`config.mk`:
```
export PLATFORM = sky130hd
export DESIGN_NAME = vl_decoder
export DESIGN_NICKNAME = d
export VERILOG_FILES = /design/src/rtl/vld_pkg.sv /design/src/rtl/vld_format.sv /design/src/rtl/vld_fields.sv /design/src/rtl/vld_status.sv /design/src/rtl/vl_decoder.sv
export SDC_FILE = /design/constraint.sdc
export NUM_CORES = 1
export LEC_CHECK = 0
export CAP_MARGIN = 20
export CORE_ASPECT_RATIO = 1.5
export CORE_MARGIN = 2
export CORE_UTILIZATION = 41
export CTS_CLUSTER_DIAMETER = 100
export CTS_CLUSTER_SIZE = 25
export DETAILED_ROUTE_END_ITERATION = 6
export PLACE_DENSITY = 0.84
export SETUP_SLACK_MARGIN = 0.2
export SLEW_MARGIN = 0
export SYNTH_ARGS = -nofsm -noshare
export SYNTH_HDL_FRONTEND = slang
export SYNTH_SLANG_ARGS = --single-unit
```
`constraint.sdc`:
```
create_clock -name clk -period 1.92 [get_ports clk]
set_clock_uncertainty 0.05 [all_clocks]
set_input_delay 0.384 -clock clk [delete_from_list [all_inputs] [get_ports clk]]
set_output_delay 0.384 -clock clk [all_outputs]
set_load 0.005 [all_outputs]
```
`src/rtl/vld_pkg.sv`:
```
package vld_pkg;
    localparam int NIB_W       = 4;
    localparam int BYTE_W      = 8;
    localparam int CONST_BYTES = 4;
    localparam int CONST_W     = CONST_BYTES * BYTE_W;
    localparam int WIN_BYTES   = 2 + CONST_BYTES;
    localparam int WIN_W       = WIN_BYTES * BYTE_W;
    localparam int ADDR_W      = 32;
    localparam int LEN_W       = 3;

    localparam logic [NIB_W-1:0] OP_HALT  = 4'h0;
    localparam logic [NIB_W-1:0] OP_NOP   = 4'h1;
    localparam logic [NIB_W-1:0] OP_RMOV  = 4'h2;
    localparam logic [NIB_W-1:0] OP_IMOV  = 4'h3;
    localparam logic [NIB_W-1:0] OP_STORE = 4'h4;
    localparam logic [NIB_W-1:0] OP_LOAD  = 4'h5;
    localparam logic [NIB_W-1:0] OP_ALU   = 4'h6;
    localparam logic [NIB_W-1:0] OP_JUMP  = 4'h7;
    localparam logic [NIB_W-1:0] OP_CALL  = 4'h8;
    localparam logic [NIB_W-1:0] OP_RET   = 4'h9;
    localparam logic [NIB_W-1:0] OP_PUSH  = 4'hA;
    localparam logic [NIB_W-1:0] OP_POP   = 4'hB;
    localparam logic [NIB_W-1:0] REG_NONE = 4'hF;

    typedef enum logic [2:0] {
        ST_AOK = 3'd1,
        ST_HLT = 3'd2,
        ST_ADR = 3'd3,
        ST_INS = 3'd4
    } stat_e;

    typedef struct packed {
        logic [NIB_W-1:0]   icode;
        logic [NIB_W-1:0]   ifun;
        logic [NIB_W-1:0]   ra;
        logic [NIB_W-1:0]   rb;
        logic [CONST_W-1:0] valc;
        logic [ADDR_W-1:0]  valp;
        logic               need_regids;
        logic               need_valc;
        stat_e              stat;
    } dec_t;
endpackage

```
`src/rtl/vld_format.sv`:
```
module vld_format
    import vld_pkg::*;
(
    input  logic [NIB_W-1:0] icode_i,
    input  logic [NIB_W-1:0] ifun_i,
    output logic             need_regids_o,
    output logic             need_valc_o,
    output logic             legal_o
);
    logic             known;
    logic [NIB_W-1:0] fn_max;

    always_comb begin
        known         = 1'b1;
        fn_max        = '0;
        need_regids_o = 1'b0;
        need_valc_o   = 1'b0;
        case (icode_i)
            OP_HALT, OP_NOP, OP_RET: ;
            OP_RMOV: begin
                need_regids_o = 1'b1;
                fn_max        = 4'd6;
            end
            OP_IMOV, OP_STORE, OP_LOAD: begin
                need_regids_o = 1'b1;
                need_valc_o   = 1'b1;
            end
            OP_ALU: begin
                need_regids_o = 1'b1;
                fn_max        = 4'd3;
            end
            OP_JUMP: begin
                need_valc_o = 1'b1;
                fn_max      = 4'd6;
            end
            OP_CALL:          need_valc_o   = 1'b1;
            OP_PUSH, OP_POP:  need_regids_o = 1'b1;
            default:          known         = 1'b0;
        endcase
        legal_o = known && (ifun_i <= fn_max);
    end
endmodule

```
`src/rtl/vld_fields.sv`:
```
module vld_fields
    import vld_pkg::*;
(
    input  logic [WIN_W-1:BYTE_W] tail_i,
    input  logic                  need_regids_i,
    input  logic                  need_valc_i,
    output logic [NIB_W-1:0]      ra_o,
    output logic [NIB_W-1:0]      rb_o,
    output logic [CONST_W-1:0]    valc_o
);
    logic [BYTE_W-1:0] bytes [1:WIN_BYTES-1];

    for (genvar g = 1; g < WIN_BYTES; g++) begin : g_split
        assign bytes[g] = tail_i[g*BYTE_W +: BYTE_W];
    end

    assign ra_o = need_regids_i ? bytes[1][BYTE_W-1:NIB_W] : REG_NONE;
    assign rb_o = need_regids_i ? bytes[1][NIB_W-1:0]      : REG_NONE;

    for (genvar k = 0; k < CONST_BYTES; k++) begin : g_const
        assign valc_o[k*BYTE_W +: BYTE_W] =
            !need_valc_i  ? '0 :
            need_regids_i ? bytes[k+2] : bytes[k+1];
    end
endmodule

```
`src/rtl/vld_status.sv`:
```
module vld_status
    import vld_pkg::*;
(
    input  logic [NIB_W-1:0] icode_i,
    input  logic             legal_i,
    input  logic             addr_err_i,
    output stat_e            stat_o
);
    always_comb begin
        if (addr_err_i)             stat_o = ST_ADR;
        else if (!legal_i)          stat_o = ST_INS;
        else if (icode_i == OP_HALT) stat_o = ST_HLT;
        else                        stat_o = ST_AOK;
    end
endmodule

```
`src/rtl/vl_decoder.sv`:
```
module vl_decoder
    import vld_pkg::*;
(
    input  logic                 clk,
    input  logic                 rst_n,
    input  logic [WIN_W-1:0]     win_i,
    input  logic                 addr_err_i,
    input  logic [ADDR_W-1:0]    pc_i,
    output logic [NIB_W-1:0]     icode_o,
    output logic [NIB_W-1:0]     ifun_o,
    output logic [NIB_W-1:0]     ra_o,
    output logic [NIB_W-1:0]     rb_o,
    output logic [CONST_W-1:0]   valc_o,
    output logic [ADDR_W-1:0]    valp_o,
    output logic                 need_regids_o,
    output logic                 need_valc_o,
    output logic [2:0]           stat_o
);
    localparam dec_t RST_VAL = '{
        icode: OP_NOP, ifun: '0, ra: REG_NONE, rb: REG_NONE,
        valc: '0, valp: '0, need_regids: 1'b0, need_valc: 1'b0,
        stat: ST_AOK
    };

    logic [NIB_W-1:0]   icode_w, ifun_w, ra_w, rb_w;
    logic               regs_w, const_w, legal_w;
    logic [CONST_W-1:0] valc_w;
    logic [LEN_W-1:0]   len_w;
    stat_e              stat_w;
    dec_t               dec_d, dec_q;

    assign icode_w = win_i[BYTE_W-1:NIB_W];
    assign ifun_w  = win_i[NIB_W-1:0];

    vld_format u_format (
        .icode_i       (icode_w),
        .ifun_i        (ifun_w),
        .need_regids_o (regs_w),
        .need_valc_o   (const_w),
        .legal_o       (legal_w)
    );

    vld_fields u_fields (
        .tail_i        (win_i[WIN_W-1:BYTE_W]),
        .need_regids_i (regs_w),
        .need_valc_i   (const_w),
        .ra_o          (ra_w),
        .rb_o          (rb_w),
        .valc_o        (valc_w)
    );

    vld_status u_status (
        .icode_i    (icode_w),
        .legal_i    (legal_w),
        .addr_err_i (addr_err_i),
        .stat_o     (stat_w)
    );

    always_comb begin
        len_w             = LEN_W'(1) + LEN_W'(regs_w) + (const_w ? LEN_W'(CONST_BYTES) : '0);
        dec_d             = dec_q;
        dec_d.icode       = icode_w;
        dec_d.ifun        = ifun_w;
        dec_d.ra          = ra_w;
        dec_d.rb          = rb_w;
        dec_d.valc        = valc_w;
        dec_d.valp        = pc_i + ADDR_W'(len_w);
        dec_d.need_regids = regs_w;
        dec_d.need_valc   = const_w;
        dec_d.stat        = stat_w;
    end

    always_ff @(posedge clk or negedge rst_n) begin
        if (!rst_n) dec_q <= RST_VAL;
        else        dec_q <= dec_d;
    end

    assign icode_o       = dec_q.icode;
    assign ifun_o        = dec_q.ifun;
    assign ra_o          = dec_q.ra;
    assign rb_o          = dec_q.rb;
    assign valc_o        = dec_q.valc;
    assign valp_o        = dec_q.valp;
    assign need_regids_o = dec_q.need_regids;
    assign need_valc_o   = dec_q.need_valc;
    assign stat_o        = dec_q.stat;
endmodule

```
==> impl_metrics.toml <==
[run_status]
status = "complete, but fails checks"
failed_checks = "setup timing"

[timing]
hold_viol_final = 0
finalMaxSlewViolations = 0
fin_crit_sh_pct = 108.4
fmax_mhz = 480.6
whs_ns = 0.2148
slew_headroom_pct = 70.39
grt_setup_unrepaired = "yes"
layout_min_cycle_time_ns = 2.081
tightest_slew_ns = 0.4441
worst_slack_ns = -0.1608
setup_viol = 26

[global_routing]
grt_pass1_vias = 3589
grt_max_degree = 37
grt_overflow = 0
track_usage_pct = 24.20
antenna_found_initial = 0
grt_pass1_wl_mm = 17.44

[routing]
drc = 0
ant_nets = 0
dr.pass1.iters = 4
via_per_inst = 5.095
wl_mm = 11.03
vias = 3383
drt_iter0_drc = 161
wl_per_cell_um = 16.61

[worst_setup_path]
cp_cell_sequence = "buf_6 > and2b_4 > a21oi_2 > o22a_2 > inv_4 > ha_4 > a21o_1 > nand3_4 > nor3b_4 > buf_6 > nand4_1 > xnor2_1"
slowest_delay_ns = 0.27
critical_path.max_fanout = 7
crit_path_top_delay_cell = "and2b_4"
arrival_ns = 2.28
critPathMostFrequentCell = "buf_6"
endpoint_kind = "flop"
startpoint_type = "primary input"
critPathRequiredTime_ns = 2.12
critPathKind = "in -> reg"

[floorplan]
die_area_mm2 = 0.009497
core_mm2 = 0.008464
io_pins = 168
rows = 41
die_w_um = 80.24
die_height_um = 118.4
initial_utilization_pct = 42.23

[clocking]
cts_root_buffer = "clkbuf_16"
clock_path_buffers = 2
h-tree-depth = 3
clk_pin_slew_ns = 0.06
cts.sinks = 85
numCtsBuffers = 9
cts_tree = "built"

[synthesis]
avgSynthCellArea_um2 = 11.03
syn_nets = 412
synthTopCellsByCount = "75 x dfrtp_1, 74 x nand2_1, 36 x a21oi_1, 20 x xnor2_1, 13 x xor2_1"
synth-edff-count = 0
yosysMostFrequentCell = "dfrtp_1"
syn_area_mm2 = 0.003575
yosysUniqueCellTypes = 38
synthDominantCellAreaShare_pct = 52.50
yosysSeqAreaShare_pct = 59.85
synth_area_leader_cell = "dfrtp_1"
yosysWarnings = 0
synth_top_cells_by_area = "dfrtp_1 53%, nand2_1 7.8%, dfstp_2 7.4%, a21oi_1 5.0%, xnor2_1 4.9%"
synth_ff_type = "dfrtp_1"
synthCells = 324
ys_seq_elements = 85
async_flop_share_pct = 100.0

[power]
peakVddDrop_v = 0.0005151
powerDensity_mw_per_mm2 = 737.5
leakage_nw = 2.846

[finish]
fin_util_pct = 76.19
drive_gt1_share_pct = 26.03
fin_nets = 640
diodes = 0
syn_to_final_growth_pct = 80.40

[placed_design]
io_buffers = 167
hpwl_mm = 8.026
place_congestion = 0.8660

[worst_hold_path]
min_path_type = "in -> reg"

[job]
max_cap_violations = 0
-- state kept, by name, summed over array words and instances, names as in the netlist --
name	count
icode_o	4
ifun_o	4
need_regids_o	1
need_valc_o	1
ra_o	4
rb_o	4
stat_o	3
valc_o	32
valp_o	32
-- cells in the final DEF (no fill, tap or decap), types with 3 or more instances in the layout --
cell and count:
clkbuf_16 9, nor2_4 7, xor2_1 13, xnor2_2 5
nand3_2 7, nand2b_1 8, nand4_1 6, dlygate4sd2_1 11
ha_1 3, clkdlybuf4s50_1 150, dfstp_2 10, buf_6 11
nor3_4 3, a21oi_1 34, nand3_1 4, buf_4 51
xnor2_1 15, nand2_1 71, and3_1 3, inv_1 4
and4_1 3, dfrtp_1 75
-- layout make-up --
type,instances,area (um2)
timing repair buffer,229,2187
sequential,85,2140
fill,560,2016
multi-input combinational,222,1648
clock buffer,12,246.5
tap,107,133.9
clock inverter,4,72.57
inverter,5,21.27
-- final timing paths --
| check | startpoint | to | slack (ns) | cells past startpoint |
|---|---|---|---|---|
| setup / recovery | win_i[7] | valp_o[19]$_DFF_PN0_ | -0.16 | 12 |
| hold / removal | win_i[5] | icode_o[1]$_DFF_PN0_ | 0.21 | 2 |
| max in group asynchronous | rst_n | valp_o[19]$_DFF_PN0_ | 0.71 | 3 |
| min in group asynchronous | rst_n | stat_o[2]$_DFF_PN0_ | 0.48 | 2 |
-- kinds of logic (layout without fill, tap and decap cells) --
kind of cell,Yosys count,after routing,share of synthesized area (%)
simple gates,137,137,19.88
flops,85,85,59.85
compound gates,47,47,8.540
xor+xnor,33,33,8.085
buf+inv,17,250,1.890
fa+ha+maj,5,5,1.750
-- stage by stage --
step                total power, mW  area [um2]  std cells  setup WS, ns  TNS, ns
floorplan                     2.255        3665        324       -0.4963   -9.637
CTS                           4.764        6275        660       -0.1263   -1.242
finish                        4.756        6449        664       -0.1608   -2.204
detailed placement            2.883        5807        637       -0.9410   -42.31
global placement              2.856        5807        637       -0.8587   -39.96
global route                  4.976        6449        664       -0.2224   -4.065
-- report_power, final --
group	internal (mW)	switching (mW)	total, mW
combinational	0.565	0.400	0.965
clock	1.17	0.666	1.84
sequential	1.92	0.0343	1.95
-- layer usage --
layer | global-route usage [%] | up-vias | wire length, um
met4 | 13.88 | 0 | 597
li1 | - | 1539 | -
met1 | 25.21 | 1661 | 3803
met2 | 42.60 | 146 | 6069
met5 | 0 | - | 0
met3 | 6.260 | 37 | 562
-- critical path, delay by kind of cell --
family                   cells  cell delay [ns]
XOR/XNOR                     1             0.19
buffers and inverters        3             0.35
AND/OR/NAND/NOR              4             0.70
adder cells (fa/ha/maj)      1             0.17
AO/OA/AOI/OAI                3             0.49
-- repair_timing --
item | CTS | global route
setup buffers | 6 | 4
pin swaps | 40 | 28
gates resized for setup | 57 | 30
endpoints found under the setup margin | 85 | 32
hold endpoints to repair | 23 | 0
hold buffers | 1 | 0
No activity file was read; power rests on OpenSTA's default activity.
